### config.mk
export PLATFORM = sky130hd
export DESIGN_NAME = sync_frame_tx
export DESIGN_NICKNAME = d
export VERILOG_FILES = /design/src/rtl/sft_pkg.sv /design/src/rtl/sft_rate_gen.sv /design/src/rtl/sft_shifter.sv /design/src/rtl/sft_pins.sv /design/src/rtl/sync_frame_tx.sv
export SDC_FILE = /design/constraint.sdc
export NUM_CORES = 1
export LEC_CHECK = 0
export ABC_AREA = 0
export ABC_CLOCK_PERIOD_IN_PS = 2500
export BUFFER_PORTS_ARGS = -buffer_cell sky130_fd_sc_hd__buf_2
export CORE_AREA = 2 2 63 65
export CTS_CLUSTER_DIAMETER = 40
export DETAILED_ROUTE_END_ITERATION = 8
export DIE_AREA = 0 0 65 67
export PLACE_DENSITY = 0.58
export RECOVER_POWER = 25
export SLEW_MARGIN = 30
export SYNTH_ARGS = -nofsm -noshare
export SYNTH_HDL_FRONTEND = slang
export SYNTH_SLANG_ARGS = --single-unit
### constraint.sdc
create_clock -name clk_i -period 2.5 [get_ports clk_i]
set_input_delay 0.5 -clock clk_i [delete_from_list [all_inputs] [get_ports clk_i]]
set_output_delay 0.5 -clock clk_i [all_outputs]
set_load 0.05 [all_outputs]
### src/rtl/sft_pkg.sv
package sft_pkg;
  localparam logic [1:0] SEL_OFF = 2'b00;
  localparam logic [1:0] SEL_EXP = 2'b11;

  typedef struct packed {
    logic       sync;
    logic [1:0] sel;
    logic       idle;
    logic       rise;
    logic       rts_act;
  } sft_cfg_t;
endpackage

### src/rtl/sft_rate_gen.sv
module sft_rate_gen #(
  parameter int DIV_W = 8
) (
  input  logic             clk_i,
  input  logic             rst_ni,
  input  logic             run_i,
  input  logic [DIV_W-1:0] div_i,
  output logic             tick_o
);
  logic [DIV_W-1:0] cnt_q;

  assign tick_o = run_i && (cnt_q == div_i);

  always_ff @(posedge clk_i or negedge rst_ni) begin
    if (!rst_ni)                cnt_q <= '0;
    else if (!run_i || tick_o)  cnt_q <= '0;
    else                        cnt_q <= cnt_q + 1'b1;
  end
endmodule

### src/rtl/sft_shifter.sv
module sft_shifter #(
  parameter int DATA_W = 8,
  localparam int IDX_W = (DATA_W > 1) ? $clog2(DATA_W) : 1
) (
  input  logic              clk_i,
  input  logic              rst_ni,
  input  logic              start_i,
  input  logic [DATA_W-1:0] data_i,
  input  logic              tick_i,
  output logic              busy_o,
  output logic              bit_o,
  output logic [IDX_W-1:0]  idx_o,
  output logic              half_o
);
  localparam logic [IDX_W-1:0] LAST = IDX_W'(DATA_W - 1);

  logic [DATA_W-1:0] shreg_q;
  logic [IDX_W-1:0]  idx_q;
  logic              half_q;
  logic              busy_q;

  always_ff @(posedge clk_i or negedge rst_ni) begin
    if (!rst_ni) begin
      busy_q  <= 1'b0;
      shreg_q <= '1;
      idx_q   <= '0;
      half_q  <= 1'b0;
    end else if (!busy_q) begin
      if (start_i) begin
        busy_q  <= 1'b1;
        shreg_q <= data_i;
        idx_q   <= '0;
        half_q  <= 1'b0;
      end
    end else if (tick_i) begin
      if (!half_q) begin
        half_q <= 1'b1;
      end else begin
        // cell boundary: next bit, or frame end after the last cell
        half_q  <= 1'b0;
        shreg_q <= {1'b1, shreg_q[DATA_W-1:1]};
        if (idx_q == LAST) busy_q <= 1'b0;
        else               idx_q  <= idx_q + 1'b1;
      end
    end
  end

  assign busy_o = busy_q;
  assign bit_o  = shreg_q[0];
  assign idx_o  = idx_q;
  assign half_o = half_q;
endmodule

### src/rtl/sft_pins.sv
module sft_pins
  import sft_pkg::*;
#(
  parameter int IDX_W = 3
) (
  input  sft_cfg_t         cfg_i,
  input  logic             busy_i,
  input  logic             bit_i,
  input  logic [IDX_W-1:0] idx_i,
  input  logic             half_i,
  output logic             sout_o,
  output logic             sclk_o,
  output logic             rts_o,
  output logic             sds_o
);
  logic clk_en, standby, act_lvl;

  always_comb begin
    if (cfg_i.sync) begin
      clk_en  = (cfg_i.sel != SEL_OFF);
      standby = cfg_i.idle;
      act_lvl = cfg_i.rise;
    end else begin
      clk_en  = (cfg_i.sel == SEL_EXP);
      standby = 1'b1;
      act_lvl = 1'b1;
    end
  end

  // first half inactive level, second half active level: active edge mid-cell
  assign sclk_o = (busy_i && clk_en) ? (half_i ? act_lvl : ~act_lvl) : standby;
  assign sout_o = busy_i ? bit_i : 1'b1;
  assign rts_o  = (cfg_i.sync && busy_i) ? cfg_i.rts_act : ~cfg_i.rts_act;
  assign sds_o  = cfg_i.sync && busy_i && (idx_i == '0);
endmodule

### src/rtl/sync_frame_tx.sv
module sync_frame_tx
  import sft_pkg::*;
#(
  parameter int DATA_W = 8,
  parameter int DIV_W  = 8
) (
  input  logic              clk_i,
  input  logic              rst_ni,
  input  logic              sync_mode_i,
  input  logic [1:0]        clk_sel_i,
  input  logic              clk_idle_i,
  input  logic              clk_rise_i,
  input  logic              rts_act_i,
  input  logic [DIV_W-1:0]  bit_div_i,
  input  logic              start_i,
  input  logic [DATA_W-1:0] data_i,
  output logic              busy_o,
  output logic              sout_o,
  output logic              sclk_o,
  output logic              rts_o,
  output logic              sds_o
);
  localparam int IDX_W = (DATA_W > 1) ? $clog2(DATA_W) : 1;

  sft_cfg_t         cfg;
  logic             tick, busy, bit_val, half;
  logic [IDX_W-1:0] idx;

  assign cfg = '{sync: sync_mode_i, sel: clk_sel_i, idle: clk_idle_i,
                 rise: clk_rise_i, rts_act: rts_act_i};

  sft_rate_gen #(.DIV_W(DIV_W)) u_rate (
    .clk_i  (clk_i),
    .rst_ni (rst_ni),
    .run_i  (busy),
    .div_i  (bit_div_i),
    .tick_o (tick)
  );

  sft_shifter #(.DATA_W(DATA_W)) u_shift (
    .clk_i   (clk_i),
    .rst_ni  (rst_ni),
    .start_i (start_i),
    .data_i  (data_i),
    .tick_i  (tick),
    .busy_o  (busy),
    .bit_o   (bit_val),
    .idx_o   (idx),
    .half_o  (half)
  );

  sft_pins #(.IDX_W(IDX_W)) u_pins (
    .cfg_i  (cfg),
    .busy_i (busy),
    .bit_i  (bit_val),
    .idx_i  (idx),
    .half_i (half),
    .sout_o (sout_o),
    .sclk_o (sclk_o),
    .rts_o  (rts_o),
    .sds_o  (sds_o)
  );

  assign busy_o = busy;
endmodule

Yosys cells after proc, flatten, opt, wreduce, memory -nomap -nowiden
Cells that the tools add are included.
{"block": "totals", "regBits": 21, "input_bits": 25, "out_inout_bits": 5}
{"block": "op_classes", "add_sub_neg": 2, "n_eq_ne": 6, "n_mux": 26, "n_bitwise": 2, "reduce_logical": 12}
{"cell": "$mux 8", "n": 5}
{"cell": "$mux 1", "n": 16}
{"cell": "$mux 3", "n": 5}
{"cell": "$add 8x1->8 const B", "n": 1}
{"cell": "$eq 8x8->1", "n": 1}
{"cell": "$logic_and 1x1->1", "n": 4}
{"cell": "$ne 2x2->1 const B", "n": 2}
{"cell": "$reduce_and 4->1", "n": 1}
{"cell": "$reduce_bool 2->1", "n": 2}
{"cell": "$add 3x1->3 const B", "n": 1}
{"cell": "$eq 3x3->1 const B", "n": 1}
{"cell": "$logic_not 3->1", "n": 1}
{"cell": "$reduce_and 3->1", "n": 1}
{"cell": "$eq 2x2->1 const B", "n": 1}
{"cell": "$ne 2x1->1 const B", "n": 1}
{"cell": "$not 1->1", "n": 2}
{"cell": "$reduce_and 2->1", "n": 1}
{"cell": "$logic_not 1->1", "n": 1}
{"cell": "$logic_or 1x1->1", "n": 1}

Longest topological paths before layout
Gate-level depths: netlist of the first run.
{"block": "logic_depth", "word_depth": 5, "depth_mapped": 5, "mapped_depth_nobuf": 5}

By module
From an unflattened synthesis of the first run, not the netlist that was laid out.
{"block": "unflattened", "cells_unflattened": 111, "area_unflattened_um2": 1275.0}
{"mod": "sft_shifter", "n_inst": 1, "cells_each": 53, "area_each_um2": 693.2, "seq_area_each_um2": 335.3}
{"mod": "sft_rate_gen", "n_inst": 1, "cells_each": 46, "area_each_um2": 500.5, "seq_area_each_um2": 200.2}
{"mod": "sft_pins", "n_inst": 1, "cells_each": 12, "area_each_um2": 81.3, "seq_area_each_um2": 0.0}

Least setup slack after synthesis of the first run
No wires, ideal clock.
{"block": "synth_timing", "kind": "reg-to-output", "startpoint": "register u_shift.busy_q, in the netlist u_shift.busy_o", "endpoint": "output port sds_o", "t_arrival_ps": 2298, "path_slack_ps": -298, "path_stages_with_launch": 4, "n_path_buf": 1, "path_cell_list": "dfrtp_1 > clkbuf_1 > nand2_1 > nor3b_1"}
{"block": "synth_between", "elab_chain_len": 2}
{"item": "start: declaration", "line_no": "sft_shifter.sv:20", "source": "logic busy_q;"}
{"item": "start signal: assignment", "line_no": "sft_shifter.sv:24", "source": "busy_q <= 1'b0;"}
{"item": "start signal: assignment", "line_no": "sft_shifter.sv:30", "source": "busy_q <= 1'b1;"}
{"item": "start signal: assignment", "line_no": "sft_shifter.sv:42", "source": "if (idx_q == LAST) busy_q <= 1'b0;"}
{"item": "$logic_and 1x1->1 (2 in series)", "line_no": "sft_pins.sv:34", "source": "assign sds_o = cfg_i.sync && busy_i && (idx_i == '0);"}
{"item": "end: declaration", "line_no": "sync_frame_tx.sv:21", "source": "output logic sds_o"}
Every way passes these cells.

Worst setup path after layout of the first run
{"block": "layout_timing", "startpoint": "input port sync_mode_i", "endpoint": "output port sclk_o"}
{"block": "layout_between", "elab_chain_len": 4, "elab_cells_between_ends": 7}
{"item": "start: declaration", "line_no": "sync_frame_tx.sv:9", "source": "input logic sync_mode_i,"}
{"item": "$mux 1", "line_no": "sft_pins.sv:19", "source": "if (cfg_i.sync) begin"}
{"item": "$not 1->1", "line_no": "sft_pins.sv:31", "source": "assign sclk_o = (busy_i && clk_en) ? (half_i ? act_lvl : ~act_lvl) : standby;"}
{"item": "$mux 1", "line_no": "sft_pins.sv:31"}
{"item": "$mux 1 *", "line_no": "sft_pins.sv:31"}
{"item": "end: declaration", "line_no": "sync_frame_tx.sv:19", "source": "output logic sclk_o,"}
Mark *: on every way between the ends. The rest lies on a longest branch, timed or not.

==> results of run 1 <==
[power groups by stage]
| stage | Sequential [W] | Combinational, W | Clock, W |
|---|---|---|---|
| detailed placement | 0.000564 | 0.000390 | 0 |
| floorplan | 0.000525 | 0.000336 | 0 |
| finish | 0.000559 | 0.000386 | 0.000223 |
| global placement | 0.000560 | 0.000385 | 0 |
| global route | 0.000575 | 0.000441 | 0.000240 |
| CTS | 0.000558 | 0.000394 | 0.000230 |
[through the flow]
step	utilization	hold slack, ns	setup WS [ns]	std cells
3_5_place_dp	0.4049	0.4906	0.5645	197
2_1_floorplan	-	0.2044	0.07801	123
6_report	0.4171	0.4231	0.5705	201
5_1_grt	0.4171	0.5239	0.5389	201
3_3_place_gp	0.4049	0.4837	0.6002	197
4_1_cts	0.4174	0.2061	0.5621	201
[critical path, delay by kind of cell]
| kind | cells | cell delay (ns) |
|---|---|---|
| buffers and inverters | 2 | 0.40 |
| adders and majority gates | 1 | 0.36 |
| AOI/OAI and AO/OA | 1 | 0.17 |
[flip-flops by register name (all words and copies together), names as in the netlist]
register and count:
u_rate.cnt_q 8, u_shift.shreg_q 8, u_shift.idx_o 3, u_shift.busy_o 1, u_shift.half_o 1
[path summary, 6_finish.rpt]
check | start | to | slack, ns | cells after the start
setup / recovery | sync_mode_i | sclk_o | 0.57 | 4
hold / removal | rst_ni | u_rate.cnt_q[7]$_DFF_PN0_ | 0.42 | 1
setup reg to reg | u_rate.cnt_q[6]$_DFF_PN0_ | u_shift.idx_o[0]$_DFFE_PN0P_ | 0.75 | 5
hold reg to reg | u_rate.cnt_q[0]$_DFF_PN0_ | u_rate.cnt_q[0]$_DFF_PN0_ | 0.52 | 1
max in group asynchronous | rst_ni | u_shift.idx_o[1]$_DFFE_PN0P_ | 1.42 | 1
min in group clk_i | data_i[3] | u_shift.shreg_q[3]$_DFFE_PN1P_ | 0.52 | 3
[cells by family (layout without fill, tap and decap cells)]
group	after synthesis	after routing	share of synthesized area
compound gates	21	21	0.1035
flops	21	21	0.4259
buf+inv	8	38	0.02387
simple gates	40	40	0.1930
mux	10	10	0.08060
fa+ha+maj	5	5	0.04776
xor+xnor	18	18	0.1254
[placed cells by master (no fill, tap or decap), drive strengths merged, types with 3 or more instances in the layout]
| master | instances |
|---|---|
| a211oi | 6 |
| a21oi | 8 |
| and3 | 4 |
| buf | 29 |
| clkbuf | 5 |
| dfrtp | 13 |
| dfstp | 8 |
| ha | 4 |
| inv | 4 |
| mux2i | 9 |
| nand2 | 11 |
| nand3 | 3 |
| nor2 | 9 |
| nor2b | 7 |
| o21ai | 3 |
| xnor2 | 6 |
| xor2 | 12 |
[final cells by class]
type | count | area, um^2
inverter | 4 | 15.01
sequential | 21 | 535.5
clock buffer | 4 | 45.04
tap | 48 | 60.06
fill | 359 | 2102
multi-input combinational | 94 | 696.9
timing repair buffer | 30 | 151.4
[layer usage]
| metal | vias to the layer above | routed length [um] | part of all wire | global-route usage |
|---|---|---|---|---|
| met3 | 2 | 91 | 0.039 | 0.02365 |
| met5 | - | 0 | 0 | 0 |
| met2 | 20 | 1119 | 0.47 | 0.1907 |
| met1 | 458 | 1117 | 0.47 | 0.1625 |
| met4 | 0 | 34 | 0.014 | 0.05585 |
| li1 | 484 | - | - | - |
==> impl_metrics.ini, run 1 <==
[critical_path]
end_kind = primary output
crit_top_cell = buf_2
cpPeakStageDelay_ns = 0.36
start_kind = primary input
crit_slowest_cell = maj3_1
path_max_fanout = 4
crit_type = in2out
critical_path_arrival_ns = 1.43
crit_required_ns = 2.00
path_cells = buf_2 -> maj3_1 -> a31oi_1 -> buf_2

[synth]
syn_area_mm2 = 0.001257
ys.warnings.count = 0
synthDistinctLibCells = 26
synthCells = 123
synth_top_area_share = 0.2587
synth_area_leaders = dfrtp_1, dfstp_2, xor2_1
synth_ff_type = dfrtp_1
yosysMostFrequentCell = dfrtp_1
synth_area_per_cell_um2 = 10.22
synth_top_cells_by_count = dfrtp_1, xor2_1, nand2_1
ys_ff_latch = 21
syn_nets = 152
yosys.area.top_type = dfrtp_1
synth-edff-count = 0
synthArstFlopShare = 1.000
yosysSeqAreaShare = 0.4259

[timing]
period_minus_slack_ns = 1.930
relSlewSlack = 0.2655
timing.final.crit_share = 0.7718
finalClockSkew_ns = 0.001627
rsz0062_at_grt = no
fmax_mhz = 518.3
fin_setup_tns_ns = 0
final_max_slew_viol_count = 0
hold_viol_final = 0
worst_slew_pin_slew_ns = 1.102
finalSetupViolCount = 0

[floorplan]
coreArea_mm2 = 0.003606
num_io_pins = 30
start_util = 0.3487
num_rows = 22
die_y_um = 67
die-area_mm2 = 0.004355
fp.dieW_um = 65

[clocking]
cts_buffers = 3
ctsHtreeMaxLevel = 1
clock-root-buffer = clkbuf_8
clkTransAtPathRegs_ns = 0.08
clkSinkCount = 21
clock_path_buffers = 2
cts_tree = built
insertion_delay_ns = 0.26
holdBufCountCts = 0
post_cts_resized = 0
cts_setup_buffers = 0

[run]
cap_violations = 0

[run_status]
status = finished clean

[route]
vias = 964
drc = 0
wl_per_cell_um = 11.75
viasPerCell = 4.796
ant_nets = 0
drtPass1Iterations = 4
finalWirelength_mm = 2.362
drt_iter0_drc = 35

[pwr]
power_frac_comb = 0.331
power_frac_seq = 0.478
ir_drop_v = 0.0002325
power.net_switching_w = 0.0004284
p_int_w = 0.0007391
power_leakage_nw = 0.7313
total_power_w = 0.001168
p_clk_frac = 0.191
power_density_mw_per_mm2 = 776.3
sw_frac_of_total = 0.3669

[global_routing]
grt_pass1_vias = 888
grt_max_degree = 23
antenna_found_initial = 0
grt_use_total = 0.1220
grt_pass1_wl_mm = 4.043
overflow = 0

[finish]
fin_area_mm2 = 0.001504
final_nets = 183
layout-drive-gt1-share = 0.2876
area_delta_synth_final_pct = 19.60
diodes = 0

[placed_design]
port_buffers = 29
placed_area_mm2 = 0.001460
hpwl_mm = 1.798
place_congestion = 0.7104

[hold_path]
hold_class = in2async
(Power assumes the default switching activity.)
==> run 2, diff against run 1 <==
- ABC_CLOCK_PERIOD_IN_PS: 2500 -> 1700
- PLACE_DENSITY: 0.58 -> 0.6
- clock period: 2.5 -> 1.7 ns (I/O delays scaled with it)
==> run 2 against run 1 <==
Global-route usage rose by 1.3 points. Sequential share of layout area fell by 4.0 points. Count of clock-buffer cells in the layout stayed put. Total power rose by 65%. Non-clock buffer count grew 15. Register-to-register slack got worse by 0.67 ns. Clock skew is essentially flat. First-iteration DRC count fell by 57%. Cell count grew 7.5%. Die area unchanged. Largest power group is now combinational cells.
==> impl_metrics.ini, run 2 (synthesized netlist as in run 1, its figures left out) <==
[run_status]
status = finished clean

[clocking]
clock-root-buffer = clkbuf_8
clock_path_buffers = 2
ctsHtreeMaxLevel = 1
clkTransAtPathRegs_ns = 0.07
clkSinkCount = 21
insertion_delay_ns = 0.26
cts_tree = built
cts_buffers = 3

[pwr]
power_leakage_nw = 0.8237
power_density_mw_per_mm2 = 1128
ir_drop_v = 0.0005032

[timing]
fin_setup_tns_ns = 0
relSlewSlack = 0.2876
rsz0062_at_grt = yes
final_max_slew_viol_count = 0
timing.final.crit_share = 0.9671
fmax_mhz = 608.2
period_minus_slack_ns = 1.644
finalSetupViolCount = 0
worst_slew_pin_slew_ns = 1.069
finalClockSkew_ns = 0.001222
hold_viol_final = 0
finalWorstSetupSlack_ns = 0.05585

[floorplan]
num_rows = 22
start_util = 0.3487
coreArea_mm2 = 0.003606
die-area_mm2 = 0.004355
num_io_pins = 30
die_y_um = 67
fp.dieW_um = 65

[critical_path]
cp_top_family = adder cells
crit_buf_inv = 2
path_max_fanout = 2
end_kind = primary output
r2r.worst_path.cells = 5
crit_type = in2out
r2r-start = u_rate.cnt_q[4]$_DFF_PN0_
path_cells = buf_2 -> maj3_1 -> a21oi_2 -> a31oi_4 -> clkbuf_4
cp-startpoint = clk_sel_i[0]
critical_path_arrival_ns = 1.30
reg2reg_setup_slack_ns = 0.08
crit_slowest_cell = maj3_1
start_kind = primary input
crit_required_ns = 1.36
path_depth = 5
cpPeakStageDelay_ns = 0.41
reg2reg_to = u_shift.idx_o[1]$_DFFE_PN0P_
worstSetupEndpoint = sclk_o

[finish]
layout.cells.non_filler = 216
fillerInstances = 357
layout-drive-gt1-share = 0.3988
final_nets = 198
area_delta_synth_final_pct = 35.42
diodes = 0
fin_area_mm2 = 0.001703
post-route-util = 0.4722
final_common_cell = buf_2
most-common-layout-cells = buf_2, buf_4, dfrtp_1

[route]
vias = 1055
drc = 0
drtPass1Iterations = 4
wl_per_cell_um = 12.44
viasPerCell = 4.884
ant_nets = 0
drt_iter0_drc = 15
finalWirelength_mm = 2.686

[global_routing]
antenna_found_initial = 0
grt_max_degree = 22
grt_pass1_vias = 1066
grt_pass1_wl_mm = 4.519
grt_use_total = 0.1350
overflow = 0

[placed_design]
placed_area_mm2 = 0.001589
dp.cells = 206
place_congestion = 0.7849
hpwl_mm = 2.089
port_buffers = 29
dp_slack_ns = -0.08695

[run]
cap_violations = 0

[hold_path]
hold_class = in2async
==> run 2: timing repair <==
| item | CTS | global route |
|---|---|---|
| gates cloned | 0 | 0 |
| buffers inserted | 2 | 4 |
| endpoints found under the setup margin | 3 | 19 |
| pin swaps | 3 | 11 |
| resized for setup | 1 | 7 |
| hold buffers | 0 | 0 |
==> run 2: area by class of cell <==
type | count | area, um^2 | share of cell area
Multi-Input combinational cell | 94 | 763.2 | 0.4482
Inverter | 4 | 15.01 | 0.008817
Timing Repair Buffer | 45 | 281.5 | 0.1653
Sequential cell | 21 | 538.0 | 0.3159
Clock buffer | 4 | 45.04 | 0.02645
Tap cell | 48 | 60.06 | 0.03527
==> run 2: routing by layer <==
| metal | wire [um] | part of all wire | track usage |
|---|---|---|---|
| met5 | 0 | 0 | 0 |
| met4 | 34 | 0.013 | 0.06383 |
| met3 | 76 | 0.028 | 0.01182 |
| met2 | 1456 | 0.54 | 0.2590 |
| met1 | 1118 | 0.42 | 0.1487 |
==> run 2: worst min path at each step <==
stage            from                   endpoint  cells past startpoint
2_1_floorplan  rst_ni  u_rate.cnt_q[0]$_DFF_PN0_                      0
3_3_place_gp   rst_ni  u_rate.cnt_q[6]$_DFF_PN0_                      1
3_5_place_dp   rst_ni  u_rate.cnt_q[5]$_DFF_PN0_                      1
4_1_cts        rst_ni  u_rate.cnt_q[5]$_DFF_PN0_                      1
5_1_grt        rst_ni  u_rate.cnt_q[7]$_DFF_PN0_                      1
6_report       rst_ni  u_rate.cnt_q[7]$_DFF_PN0_                      1
==> run 2: report_power, final <==
part	total, W	switching (W)	internal (W)
registers	0.000785	0.000124	0.000661
clock network	0.000327	0.000160	0.000167
logic	0.000810	0.000401	0.000408
total	0.00192	0.000685	0.00124
==> run 2: metrics by stage <==
stage | total power [W] | hold WS, ns
floorplan | 0.001292 | 0.04441
global route | 0.002062 | 0.3744
CTS | 0.001903 | 0.03650
global placement | 0.001522 | 0.3151
finish | 0.001921 | 0.2511
detailed placement | 0.001546 | 0.3226
==> run 3, diff against run 2 <==
- ABC_AREA: 0 -> 1
- CORE_AREA: 2 2 63 65 -> 2 2 65 67
- DIE_AREA: 0 0 65 67 -> 0 0 67 69
- PLACE_DENSITY: 0.6 -> default
==> run 3 against run 2 <==
Count of clock-buffer cells in the layout stayed put. Worst setup slack improved by 0.021 ns. Via count increased by 7.4%. Sequential power about the same. Clock power is essentially flat. Utilization decreased by 5.7 points. First-iteration DRC count rose by 33%. Synthesized cell count grew 47%. Flip-flop and latch count stayed put. Global-route usage shrank 0.82 points. Combinational power decreased by 17%. Die area is 6.2% higher. Largest cell class unchanged.
==> impl_metrics.ini, run 3 <==
[timing]
fmax_mhz = 616.2
hold_viol_final = 0
timing.final.crit_share = 0.9547
period_minus_slack_ns = 1.623
rsz0062_at_grt = no
relSlewSlack = 0.2394
fin_hold_ws_ns = 0.2812
finalSetupViolCount = 0
worst_slew_pin_slew_ns = 1.141
final_max_slew_viol_count = 0
finalClockSkew_ns = 0.004230

[pwr]
power_density_mw_per_mm2 = 1101
power_leakage_nw = 0.8784
sw_frac_of_total = 0.3752
power_frac_comb = 0.378
power_frac_seq = 0.439
p_int_w = 0.001118
power.net_switching_w = 0.0006711
p_clk_frac = 0.184
ir_drop_v = 0.0005031

[critical_path]
r2r.worst_path.cells = 6
crit_required_ns = 1.36
r2r-start = u_shift.idx_o[0]$_DFFE_PN0P_
path_max_fanout = 5
start_kind = flip-flop
crit_type = reg2out
reg2reg_setup_slack_ns = 0.19
end_kind = primary output
reg2reg_to = u_shift.idx_o[2]$_DFFE_PN0P_
critical_path_arrival_ns = 1.28

[clocking]
cts_buffers = 3
clkTransAtPathRegs_ns = 0.07
clkSinkCount = 21
cts_tree = built
cts_setup_buffers = 0
clock-root-buffer = clkbuf_8
ctsHtreeMaxLevel = 1
clock_path_buffers = 2
insertion_delay_ns = 0.26
holdBufCountCts = 0

[run]
cap_violations = 0

[synth]
synth-edff-count = 0
yosysSeqAreaShare = 0.4049
synth_top_area_share = 0.2460
yosysMostFrequentCell = nand2_1
ys.warnings.count = 0
yosys.area.top_type = dfrtp_1
synth_ff_type = dfrtp_1
synthCells = 181
syn_nets = 210
synth_top_cells_by_count = nand2_1, inv_1, nand3_1
synthDistinctLibCells = 25
ys_ff_latch = 21
syn_area_mm2 = 0.001323
synth_area_leaders = dfrtp_1, nand2_1, dfstp_2
synthArstFlopShare = 1.000
synth_area_per_cell_um2 = 7.307

[finish]
final_nets = 244
final_common_cell = nand2_1
fillerInstances = 455
most-common-layout-cells = nand2_1, buf_2, inv_1
fin_area_mm2 = 0.001624
diodes = 0
area_delta_synth_final_pct = 22.80
layout-drive-gt1-share = 0.2850

[floorplan]
start_util = 0.3379
fp.dieW_um = 67
coreArea_mm2 = 0.003914
num_rows = 23
die-area_mm2 = 0.004623
num_io_pins = 30
die_y_um = 69

[placed_design]
hpwl_mm = 1.916
port_buffers = 29
placed_area_mm2 = 0.001565
place_congestion = 0.7441

[route]
vias = 1133
ant_nets = 0
drt_iter0_drc = 20
viasPerCell = 4.292
wl_per_cell_um = 9.754
finalWirelength_mm = 2.575
drtPass1Iterations = 4
drc = 0

[global_routing]
grt_pass1_wl_mm = 4.574
grt_pass1_vias = 1078
grt_use_total = 0.1268
antenna_found_initial = 0
grt_max_degree = 22
overflow = 0

[hold_path]
hold_class = in2async

[run_status]
status = finished clean
==> run 3: worst max path at each step <==
stage	start	end	slack (ns)	cells past startpoint
floorplan	u_shift.busy_o$_DFF_PN0_	sds_o	-0.16	4
global placement	u_shift.idx_o[0]$_DFFE_PN0P_	u_shift.idx_o[0]$_DFFE_PN0P_	0.16	6
detailed placement	u_rate.cnt_q[4]$_DFF_PN0_	u_shift.shreg_q[5]$_DFFE_PN1P_	0.18	9
CTS	u_shift.busy_o$_DFF_PN0_	sclk_o	0.0008	5
global route	u_shift.busy_o$_DFF_PN0_	sclk_o	0.0005	5
finish	u_shift.busy_o$_DFF_PN0_	sclk_o	0.08	5
==> run 3: routing by layer <==
metal  GRT usage  part of all wire  up-vias
met2      0.1936              0.44       25
met5           0                 0        -
met1      0.1670              0.49      482
li1            -                 -      621
met3     0.02121             0.043        5
met4     0.07029             0.025        0
==> run 3: cell type report <==
cell class / count / area, um^2 / share of cell area
Multi-Input combinational cell: 135 / 714.4 / 0.4399
Sequential cell: 21 / 536.8 / 0.3305
Timing Repair Buffer: 33 / 186.4 / 0.1148
Inverter: 21 / 78.83 / 0.04854
Tap cell: 50 / 62.56 / 0.03852
Clock buffer: 4 / 45.04 / 0.02773
==> run 3: logic make-up (layout without fill, tap and decap cells) <==
| group | after synthesis | count (layout) | share of synthesized area |
|---|---|---|---|
| simple gates | 117 | 117 | 0.3974 |
| buf+inv | 25 | 58 | 0.08420 |
| flops | 21 | 21 | 0.4049 |
| compound gates | 7 | 7 | 0.02932 |
| xor+xnor | 7 | 7 | 0.04636 |
| fa+ha+maj | 4 | 4 | 0.03784 |
==> run 3: worst max-delay path: stages, from the launching register on <==
cell,delay (ns)
dfrtp_2,0.42
o21ai_1,0.08
nor2_1,0.18
nand2_1,0.10
o21ai_2,0.07
buf_6,0.17
==> run 3: repair_timing <==
item	4_1_cts	5_1_grt
endpoints found under the hold margin	0	0
resized for setup	0	8
setup endpoints to repair	0	5
==> run 3: power groups by stage <==
stage / clock network, W / logic [W] / registers, W
final: 0.000329 / 0.000675 / 0.000784
after global routing: 0.000371 / 0.000786 / 0.000814
after CTS: 0.000346 / 0.000674 / 0.000788
after detailed placement: 0 / 0.000669 / 0.000799
after global placement: 0 / 0.000662 / 0.000792
after floorplan: 0 / 0.000531 / 0.000765
==> run 3: through the flow <==
stage,utilization,setup TNS (ns),cells,total power [W],setup WS (ns)
6_report,0.4150,0,264,0.001789,0.07706
3_5_place_dp,0.3999,0,260,0.001467,0.1805
2_1_floorplan,-,-0.1589,181,0.001296,-0.1589
3_3_place_gp,0.3999,0,260,0.001453,0.1646
4_1_cts,0.4114,0,264,0.001808,0.0007939
5_1_grt,0.4150,0,264,0.001971,0.0005419
